<file path="config.mk">
export PLATFORM = sky130hd
export DESIGN_NAME = nlpwm_gate_gen
export DESIGN_NICKNAME = d
export VERILOG_FILES = /design/src/rtl/nlpwm_pkg.sv /design/src/rtl/nlpwm_carrier.sv /design/src/rtl/nlpwm_level_dec.sv /design/src/rtl/nlpwm_deadtime.sv /design/src/rtl/nlpwm_gate_gen.sv
export SDC_FILE = /design/constraint.sdc
export NUM_CORES = 1
export LEC_CHECK = 0
export BUFFER_PORTS_ARGS = -buffer_cell sky130_fd_sc_hd__buf_2
export CORE_MARGIN = 2
export CORE_UTILIZATION = 30
export DETAILED_ROUTE_END_ITERATION = 7
export GPL_ROUTABILITY_DRIVEN = 0
export PLACE_DENSITY_LB_ADDON = 0.3
export SYNTH_ARGS = -nofsm -noshare
export SYNTH_HDL_FRONTEND = slang
export SYNTH_SLANG_ARGS = --single-unit
export TNS_END_PERCENT = 10
</file>
<file path="constraint.sdc">
create_clock -name clk -period 20.1 [get_ports clk]
set_input_delay 1.005 -clock clk [delete_from_list [all_inputs] [get_ports clk]]
set_output_delay 1.005 -clock clk [all_outputs]
set_load 0.01 [all_outputs]
</file>
<file path="src/rtl/nlpwm_pkg.sv">
package nlpwm_pkg;

  typedef logic [8:0] gate_vec_t;

  // gate bit positions
  localparam int SW_OUT_B = 0;
  localparam int SW_OUT_A = 1;
  localparam int SW_CAP_B = 2;
  localparam int SW_CAP_A = 3;
  localparam int SW_LINK  = 4;
  localparam int SW_MID_B = 5;
  localparam int SW_MID_A = 6;
  localparam int SW_SRC_B = 7;
  localparam int SW_SRC_A = 8;

  function automatic gate_vec_t sw(input int idx);
    return gate_vec_t'(1) << idx;
  endfunction

  localparam gate_vec_t GV_ZERO_POS = sw(SW_SRC_B) | sw(SW_LINK) | sw(SW_MID_A) | sw(SW_CAP_A) | sw(SW_OUT_B);
  localparam gate_vec_t GV_ZERO_NEG = sw(SW_SRC_A) | sw(SW_LINK) | sw(SW_MID_B) | sw(SW_CAP_B) | sw(SW_OUT_A);
  localparam gate_vec_t GV_POS1 = sw(SW_SRC_B) | sw(SW_LINK) | sw(SW_MID_A) | sw(SW_CAP_B) | sw(SW_OUT_A);
  localparam gate_vec_t GV_POS3 = sw(SW_SRC_B) | sw(SW_MID_A) | sw(SW_MID_B) | sw(SW_CAP_A) | sw(SW_OUT_A);
  localparam gate_vec_t GV_POS4 = sw(SW_SRC_B) | sw(SW_LINK) | sw(SW_MID_A) | sw(SW_CAP_A) | sw(SW_OUT_A);
  localparam gate_vec_t GV_NEG1 = sw(SW_SRC_A) | sw(SW_LINK) | sw(SW_MID_A) | sw(SW_CAP_A) | sw(SW_OUT_B);
  localparam gate_vec_t GV_NEG2 = sw(SW_SRC_A) | sw(SW_LINK) | sw(SW_MID_B) | sw(SW_CAP_A) | sw(SW_OUT_B);
  localparam gate_vec_t GV_NEG3 = sw(SW_SRC_A) | sw(SW_MID_A) | sw(SW_MID_B) | sw(SW_CAP_B) | sw(SW_OUT_B);
  localparam gate_vec_t GV_NEG4 = sw(SW_SRC_B) | sw(SW_LINK) | sw(SW_MID_B) | sw(SW_CAP_B) | sw(SW_OUT_B);

  // level (4-bit two's complement) to switch set
  function automatic gate_vec_t gate_for_level(input logic [3:0] lvl,
                                               input logic pos_half,
                                               input gate_vec_t lvl2_vec);
    gate_vec_t v;
    case (lvl)
      4'h4:    v = GV_POS4;
      4'h3:    v = GV_POS3;
      4'h2:    v = lvl2_vec;
      4'h1:    v = GV_POS1;
      4'hF:    v = GV_NEG1;
      4'hE:    v = GV_NEG2;
      4'hD:    v = GV_NEG3;
      4'hC:    v = GV_NEG4;
      default: v = pos_half ? GV_ZERO_POS : GV_ZERO_NEG;
    endcase
    return v;
  endfunction

endpackage

</file>
<file path="src/rtl/nlpwm_carrier.sv">
module nlpwm_carrier #(
  parameter int CNT_W    = 16,
  parameter int CARR_MAX = 10000
) (
  input  logic             clk,
  input  logic             rst_n,
  output logic [CNT_W-1:0] cnt_o,
  output logic             smp_o
);
  localparam logic [CNT_W-1:0] TOP = CNT_W'(CARR_MAX);

  logic [CNT_W-1:0] cnt_q;
  logic             up_q;

  always_ff @(posedge clk or negedge rst_n) begin
    if (!rst_n) begin
      cnt_q <= '0;
      up_q  <= 1'b1;
    end else if (up_q) begin
      if (cnt_q == TOP) begin
        up_q  <= 1'b0;
        cnt_q <= cnt_q - 1'b1;
      end else begin
        cnt_q <= cnt_q + 1'b1;
      end
    end else begin
      if (cnt_q == '0) begin
        up_q  <= 1'b1;
        cnt_q <= cnt_q + 1'b1;
      end else begin
        cnt_q <= cnt_q - 1'b1;
      end
    end
  end

  assign cnt_o = cnt_q;
  assign smp_o = (cnt_q == '0) || (cnt_q == TOP);
endmodule

</file>
<file path="src/rtl/nlpwm_level_dec.sv">
module nlpwm_level_dec #(
  parameter int REF_W    = 16,
  parameter int MOD_W    = 9,
  parameter int CNT_W    = 16,
  parameter int CARR_MAX = 10000
) (
  input  logic signed [REF_W-1:0] ref_i,
  input  logic [MOD_W-1:0]        mod_i,
  input  logic [CNT_W-1:0]        cnt_i,
  output logic [3:0]              level_o
);
  localparam int NCARR   = 8;
  localparam int BAND_SH = REF_W - 3;
  localparam int PROD_W  = REF_W + MOD_W + 1;
  localparam int CMP_W   = REF_W + CNT_W + 5;
  localparam logic [MOD_W-1:0] MOD_ONE = MOD_W'(1 << (MOD_W - 1));

  // scaled reference moved onto an unsigned axis
  function automatic logic [REF_W-1:0] to_position(input logic signed [REF_W-1:0] r,
                                                   input logic [MOD_W-1:0] m);
    logic [MOD_W-1:0]         me;
    logic signed [PROD_W-1:0] p;
    logic signed [PROD_W-1:0] s;
    me = (m > MOD_ONE) ? MOD_ONE : m;
    p  = PROD_W'(r) * $signed({1'b0, me});
    s  = p >>> (MOD_W - 1);
    return {~s[REF_W-1], s[REF_W-2:0]};
  endfunction

  // carrier k = k*B + cnt*B/CARR_MAX, compared without division
  function automatic logic above_carrier(input logic [REF_W-1:0] u, input int k,
                                         input logic [CNT_W-1:0] c);
    logic [CMP_W-1:0] lhs;
    logic [CMP_W-1:0] rhs;
    lhs = CMP_W'(u) * CMP_W'(CARR_MAX);
    rhs = (CMP_W'(k) * CMP_W'(CARR_MAX) + CMP_W'(c)) << BAND_SH;
    return lhs > rhs;
  endfunction

  logic [REF_W-1:0] pos_w;
  logic [3:0]       lower_w;
  logic [3:0]       upper_w;
  logic [3:0]       n_above;

  assign pos_w = to_position(ref_i, mod_i);

  for (genvar k = 0; k < NCARR / 2; k++) begin : g_band
    assign lower_w[k] = above_carrier(pos_w, k, cnt_i);
    assign upper_w[k] = above_carrier(pos_w, k + NCARR / 2, cnt_i);
  end

  always_comb begin
    n_above = '0;
    for (int k = 0; k < NCARR / 2; k++) begin
      n_above = n_above + 4'(lower_w[k]) + 4'(upper_w[k]);
    end
  end

  assign level_o = n_above - 4'd4;
endmodule

</file>
<file path="src/rtl/nlpwm_deadtime.sv">
module nlpwm_deadtime #(
  parameter int DT_W = 8
) (
  input  logic                       clk,
  input  logic                       rst_n,
  input  logic                       load_i,
  input  nlpwm_pkg::gate_vec_t       tgt_i,
  input  logic [DT_W-1:0]            dead_i,
  output nlpwm_pkg::gate_vec_t       gate_o,
  output logic                       busy_o
);
  nlpwm_pkg::gate_vec_t tgt_q;
  nlpwm_pkg::gate_vec_t keep_q;
  logic [DT_W-1:0]      dt_q;

  always_ff @(posedge clk or negedge rst_n) begin
    if (!rst_n) begin
      tgt_q  <= '0;
      keep_q <= '0;
      dt_q   <= '0;
    end else if (load_i && (tgt_i != tgt_q)) begin
      tgt_q  <= tgt_i;
      keep_q <= gate_o;
      dt_q   <= dead_i;
    end else if (dt_q != '0) begin
      dt_q <= dt_q - 1'b1;
    end
  end

  assign busy_o = (dt_q != '0);
  assign gate_o = tgt_q & (busy_o ? keep_q : '1);
endmodule

</file>
<file path="src/rtl/nlpwm_gate_gen.sv">
module nlpwm_gate_gen #(
  parameter int REF_W    = 16,
  parameter int MOD_W    = 9,
  parameter int CNT_W    = 16,
  parameter int CARR_MAX = 10000,
  parameter int DT_W     = 8
) (
  input  logic                    clk,
  input  logic                    rst_n,
  input  logic signed [REF_W-1:0] ref_i,
  input  logic [MOD_W-1:0]        mod_i,
  input  logic [8:0]              lvl2_vec_i,
  input  logic [DT_W-1:0]         dead_i,
  output logic [8:0]              gate_o,
  output logic [3:0]              level_o
);
  import nlpwm_pkg::*;

  logic [CNT_W-1:0] cnt_w;
  logic             smp_w;
  logic [3:0]       lvl_now_w;
  logic             half_next_w;
  gate_vec_t        tgt_new_w;
  logic             dt_busy_w;
  logic [3:0]       lvl_q;
  logic             half_q;

  nlpwm_carrier #(.CNT_W(CNT_W), .CARR_MAX(CARR_MAX)) u_car (
    .clk(clk), .rst_n(rst_n), .cnt_o(cnt_w), .smp_o(smp_w)
  );

  nlpwm_level_dec #(.REF_W(REF_W), .MOD_W(MOD_W), .CNT_W(CNT_W), .CARR_MAX(CARR_MAX)) u_dec (
    .ref_i(ref_i), .mod_i(mod_i), .cnt_i(cnt_w), .level_o(lvl_now_w)
  );

  // half-cycle flag follows the sign, holds on zero
  assign half_next_w = ref_i[REF_W-1] ? 1'b0 : ((ref_i != '0) ? 1'b1 : half_q);
  assign tgt_new_w   = gate_for_level(lvl_now_w, half_next_w, lvl2_vec_i);

  always_ff @(posedge clk or negedge rst_n) begin
    if (!rst_n) begin
      lvl_q  <= '0;
      half_q <= 1'b1;
    end else if (smp_w) begin
      lvl_q  <= lvl_now_w;
      half_q <= half_next_w;
    end
  end

  nlpwm_deadtime #(.DT_W(DT_W)) u_dt (
    .clk(clk), .rst_n(rst_n), .load_i(smp_w), .tgt_i(tgt_new_w),
    .dead_i(dead_i), .gate_o(gate_o), .busy_o(dt_busy_w)
  );

  assign level_o = lvl_q;
endmodule

</file>
== Word-level counts from Yosys, hierarchy flattened ==
Cells that the tools add are included.
Word-level totals
  bits in registers: 48
  input port bits: 44
  output and inout bits: 13
  logic and storage cells: 68
Cells by class
  add/subtract/negate cells: 18
  $mul: 2
  magnitude comparators: 9
  eq/ne operators: 10
  muxes and demuxes: 14
  bitwise operators: 2
  reductions and logical operators: 6
Operator list (count)
  30-bit by 37-bit > comparator with 1-bit output: 7
  9-bit case mux with 8 select lines: 1
  16-bit by 16-bit adder with 17-bit output, first input constant: 3
  16-bit two-way mux: 3
  15-bit by 16-bit adder with 17-bit output, first input constant: 2
  30-bit by 29-bit > comparator with 1-bit output: 1
  9-bit two-way mux: 3
  16-bit by 10-bit multiplier with 26-bit output, second input constant: 1
  16-bit by 10-bit multiplier with 24-bit output: 1
  17-bit by 16-bit adder with 18-bit output, first input constant: 1
  14-bit by 16-bit adder with 17-bit output, first input constant: 1
  16-bit by 1-bit adder with 16-bit output, second input constant: 1
  4-bit by 1-bit adder with 4-bit output: 4
  16-bit by 14-bit == test with 1-bit output, second input constant: 1
  4-bit == test, second input constant: 4
  16-bit logical NOT: 1
  8-bit two-way mux: 2
  16-bit nonzero test: 1
  16-bit by 1-bit subtractor with 16-bit output, second input constant: 1
  9-bit bitwise AND: 1
  9-bit > comparator, second input constant: 1
  9-bit != test: 1
  4-bit by 2-bit == test with 1-bit output, second input constant: 2
  8-bit nonzero test: 1
  12 further kinds: 16

== Longest topological paths before layout ==
  depth after elaboration: 19
  gate-level depth with buffers: 66
  gate-level depth less buffers: 63

== By module ==
A second synthesis with hierarchy kept.
Second synthesis, totals
  cells, all modules: 1819
  area, all modules: 15133.3 sq um
Modules (own cells, without submodules)
  nlpwm_level_dec: instances 1, cells an instance 1466, area each 11785.1 sq um, seq. area each 0.0 sq um
  nlpwm_carrier: instances 1, cells an instance 175, area each 1405.1 sq um, seq. area each 426.7 sq um
  nlpwm_deadtime: instances 1, cells an instance 109, area each 1322.5 sq um, seq. area each 650.6 sq um
  nlpwm_gate_gen: instances 1, cells an instance 69, area each 620.6 sq um, seq. area each 126.4 sq um

== Least setup slack after synthesis ==
No wires, ideal clock.
  kind: input to register
  from: input mod_i[8]
  to: register u_dt.dt_q[7]
  library setup time: 0.125 ns
  arrival time: 16.259 ns
  data required time: 19.975 ns
  path slack: 3.716 ns
  stages: 59
  buffers on the path: 4
  path through: clkbuf_1 nor2b_1 clkbuf_1 nand2_1 fa_1 inv_1 fa_1 fa_1 fa_1 inv_1 fa_1 inv_1 ha_1 o21ai_0 nand2b_1 and4_1 a21o_1 a41o_1 [... 23 more ...] a221o_1 o21a_1 fa_1 inv_1 fa_1 fa_1 inv_1 ha_1 fa_1 xnor2_1 a21oi_1 a32oi_1 xnor2_1 o221ai_1 a2111o_1 o41ai_2 buf_6 mux2_4
On the way
  longest elaborated chain between the ends: 19
Ends and longest elaborated chain
  start: declaration: RTL line nlpwm_gate_gen.sv:11  | input logic [MOD_W-1:0] mod_i,
  9-bit > comparator: RTL line nlpwm_level_dec.sv:24  | me = (m > MOD_ONE) ? MOD_ONE : m;
  9-bit two-way mux *: RTL line nlpwm_level_dec.sv:24
  16-bit by 10-bit multiplier with 24-bit output *: RTL line nlpwm_level_dec.sv:25  | p = PROD_W'(r) * $signed({1'b0, me});
  1-bit NOT: RTL line nlpwm_level_dec.sv:27  | return {~s[REF_W-1], s[REF_W-2:0]};
  16-bit by 10-bit multiplier with 26-bit output *: RTL line nlpwm_level_dec.sv:35  | lhs = CMP_W'(u) * CMP_W'(CARR_MAX);
  30-bit by 37-bit > comparator with 1-bit output / 30-bit by 29-bit > comparator with 1-bit output (equally long branches): RTL line nlpwm_level_dec.sv:37  | return lhs > rhs;
  1-bit by 1-bit adder with 2-bit output: RTL line nlpwm_level_dec.sv:55  | n_above = n_above + 4'(lower_w[k]) + 4'(upper_w[k]);
  2-bit by 1-bit adder with 3-bit output: RTL line nlpwm_level_dec.sv:55
  3-bit by 1-bit adder with 4-bit output: RTL line nlpwm_level_dec.sv:55
  4-bit by 1-bit adder with 4-bit output (3 in series): RTL line nlpwm_level_dec.sv:55
  4-bit by 1-bit adder with 4-bit output *: RTL line nlpwm_level_dec.sv:55
  4-bit by 3-bit subtractor with 4-bit output *: RTL line nlpwm_level_dec.sv:59  | assign level_o = n_above - 4'd4;
  4-bit == test, or another cell as far along: RTL line nlpwm_pkg.sv:35  | case (lvl)
  9-bit case mux with 8 select lines *: RTL line nlpwm_pkg.sv:35
  9-bit != test *: RTL line nlpwm_deadtime.sv:21  | end else if (load_i && (tgt_i != tgt_q)) begin
  1-bit logical AND *: RTL line nlpwm_deadtime.sv:21
  8-bit two-way mux / 2-bit nonzero test (equally long branches)
  end signal: assignment: RTL line nlpwm_deadtime.sv:24  | dt_q <= dead_i;
  end signal: assignment: RTL line nlpwm_deadtime.sv:26  | dt_q <= dt_q - 1'b1;
  end: declaration: RTL line nlpwm_deadtime.sv:14  | logic [DT_W-1:0] dt_q;
Mark *: on every way between the ends. The rest lies on a longest branch, timed or not.
A chain may end at the register's enable or synchronous reset.

== Final worst setup path ==
  from: input mod_i[8]
  to: register u_dt.dt_q[2]
The elaborated chain is that of the path after synthesis.

==> flow_summary.ini <==
[status]
status = complete, no violations

[clock_network]
hold_buffers = 0
tritoncts = built
numClockSinks = 48
cts_resized = 0
clk_path_buf_depth = 2
clkTransAtPathRegs_ps = 70
htreeDepth = 2
post_cts_buffers = 0
cts_root_buf = clkbuf_16
numCtsBuffers = 5
clock_latency_ps = 300

[synthesis]
netlist-cell-type-count = 79
synth_top_cell_by_area = ha_1
yosysSeqAreaShare_pct = 8.439
syn_nets = 2113
synth_edf_count = 0
synth_area_leaders = ha_1 (21%), fa_1 (20%), dfrtp_1 (8.1%)
yosysTopAreaCellShare_pct = 20.97
synth-seq-cells = 48
synthArstFlopShare_pct = 100.0
syn-cell-area_mm2 = 0.01426
synth_warnings = 0
synthCells = 1684
synthTopCellsByCount = inv_1 (264), ha_1 (239), nand2_1 (160)
yosysMostFrequentCell = inv_1
synth_ff_type = dfrtp_1
syn_area_per_cell_um2 = 8.469

[critical_path]
crit_start = mod_i[8]
crit_end = u_dt.dt_q[2]
critPathMaxStageDelay_ps = 1030
cp_common_cell = fa_1
worst_setup_path_end_kind = register
worst-path-max-fanout = 24
start_kind = primary input
rrSetupSlack_ps = 10810
critPathKind = primary input to register
r2r_start = u_car.cnt_o[6]
critPathSlowestCell = xnor2_1
required_ps = 20280
r2r_cells = 30
cp.arrival_ps = 18660
r2r_end = u_dt.dt_q[2]

[placed_design]
io_buffer_count = 56
dp_hpwl_mm = 31.04
dp.cells = 2301

[layout]
diodes = 0
drive_above_1_share_pct = 7.227
fillers = 4925
fin_nets = 2130
area_delta_synth_final_pct = 7.580
finalNonFillerCells = 2309
final_core_util_pct = 32.82

[detailed_routing]
detail_route.wirelength_mm = 37.44
firstDrtPassIters = 6
drc = 0
wl_per_cell_um = 16.21
viasPerCell = 4.999
vias = 11540
ant_nets = 0
drt_iter0_drc = 714

[global_route]
grt_max_degree = 49
globalRoute.busiestLayer = met2
grtUsageTotal_pct = 15.43
grt_use_met2_pct = 25.63
grt_pass1_wl_mm = 62.27
use_met1_pct = 21.16
overflow = 0
antenna_found_initial = 2
grt_pass1_vias = 11900
met3_usage_pct = 1.882

[sta]
setup_viol = 0
period_minus_slack_ps = 18480
rsz0062_at_grt = false
relSlewSlack_pct = 10.07
fmax_mhz = 54.10
finalHoldViolCount = 0
finalClockSkew_ps = 9.197
drv_slew = 0
hold_ws_ps = 496.6
setup_tns_ps = 0
tightestPinTransition_ps = 1339
period_share_pct = 91.96

[die]
start_util_pct = 30.51
core_area_mm2 = 0.04675
die-area_mm2 = 0.04930
boundaryPins = 57
row_count = 79
die_x_um = 222.0
fp.dieH_um = 222.0

[hold_path]
min_path_type = register to register

[flow_run]
max_cap_viol_count = 0
## critical path: cells and delay by family
kind / cells / cell delay (ps)
adders and majority gates: 19 / 7920
AOI/OAI and AO/OA: 14 / 3530
buffers and inverters: 9 / 990
xor gates and xnor gates: 4 / 2170
and+or+nand+nor: 12 / 2670
muxes: 1 / 340
## flip-flops by register name (all words and copies together), names as in the netlist
register,count
half_q,1
u_dt.keep_q,9
u_dt.dt_q,8
u_car.up_q,1
level_o,4
u_dt.tgt_q,9
u_car.cnt_o,16
## layout make-up
class / instances / area, um2 / share of cell area, %
multi-input cells: 1305 / 11780 / 76.80
flip-flops and latches: 48 / 1204 / 7.845
inverters: 271 / 1017 / 6.630
well taps: 607 / 759.5 / 4.950
repair buffers: 70 / 385.4 / 2.512
clock buffers: 5 / 125.1 / 0.8155
clock inverters: 3 / 68.82 / 0.4485
## metal layers
layer  routed length, um  vias to the layer above
met3                1780                       53
met5                  32                        -
met2               16960                      283
met1               17620                     5604
li1                    -                     5598
met4                1040                        4
## cells by family after synthesis
family / Yosys count / synth area share, %
DFF: 48 / 8.439
buffers and inverters: 331 / 9.018
and+or+nand+nor: 472 / 16.50
adders and majority gates: 390 / 41.81
muxes: 25 / 2.404
xor gates and xnor gates: 154 / 9.606
AOI/OAI and AO/OA: 264 / 12.22
## worst min path at each step
| stage | start | end | slack, ps | cells past startpoint |
|---|---|---|---|---|
| global placement | level_o[3] | level_o[3] | 470 | 2 |
| finish | level_o[1] | level_o[1] | 500 | 2 |
| CTS | level_o[3] | level_o[3] | 500 | 2 |
| global route | u_dt.tgt_q[1] | u_dt.tgt_q[1] | 530 | 1 |
| floorplan | half_q | half_q | 460 | 2 |
| detailed placement | level_o[3] | level_o[3] | 490 | 2 |
## stage by stage
step,worst slack (ps),cell area (um2)
floorplan,3716,14260
global placement,1551,15150
detailed placement,1350,15150
CTS,1617,15340
global route,404.6,15340
finish,1617,15340
## placed cells by master (no fill, tap or decap), types with 16 or more instances in the layout
cell type	instances
nor2_1	63
a21oi_1	75
xnor2_1	120
nand2_1	160
ha_1	239
xor2_1	32
dfrtp_1	46
o21ai_0	51
nor3_1	32
buf_2	56
fa_1	146
o21a_1	18
inv_1	264
nand4_1	24
nand3_1	40
and2_1	65
nor2b_1	26
and3_1	16
a21o_1	41
mux2_4	18
Power is left out: the tool's default activity adds up to more than one toggle a clock period on the data nets, which glitch-free logic cannot reach.
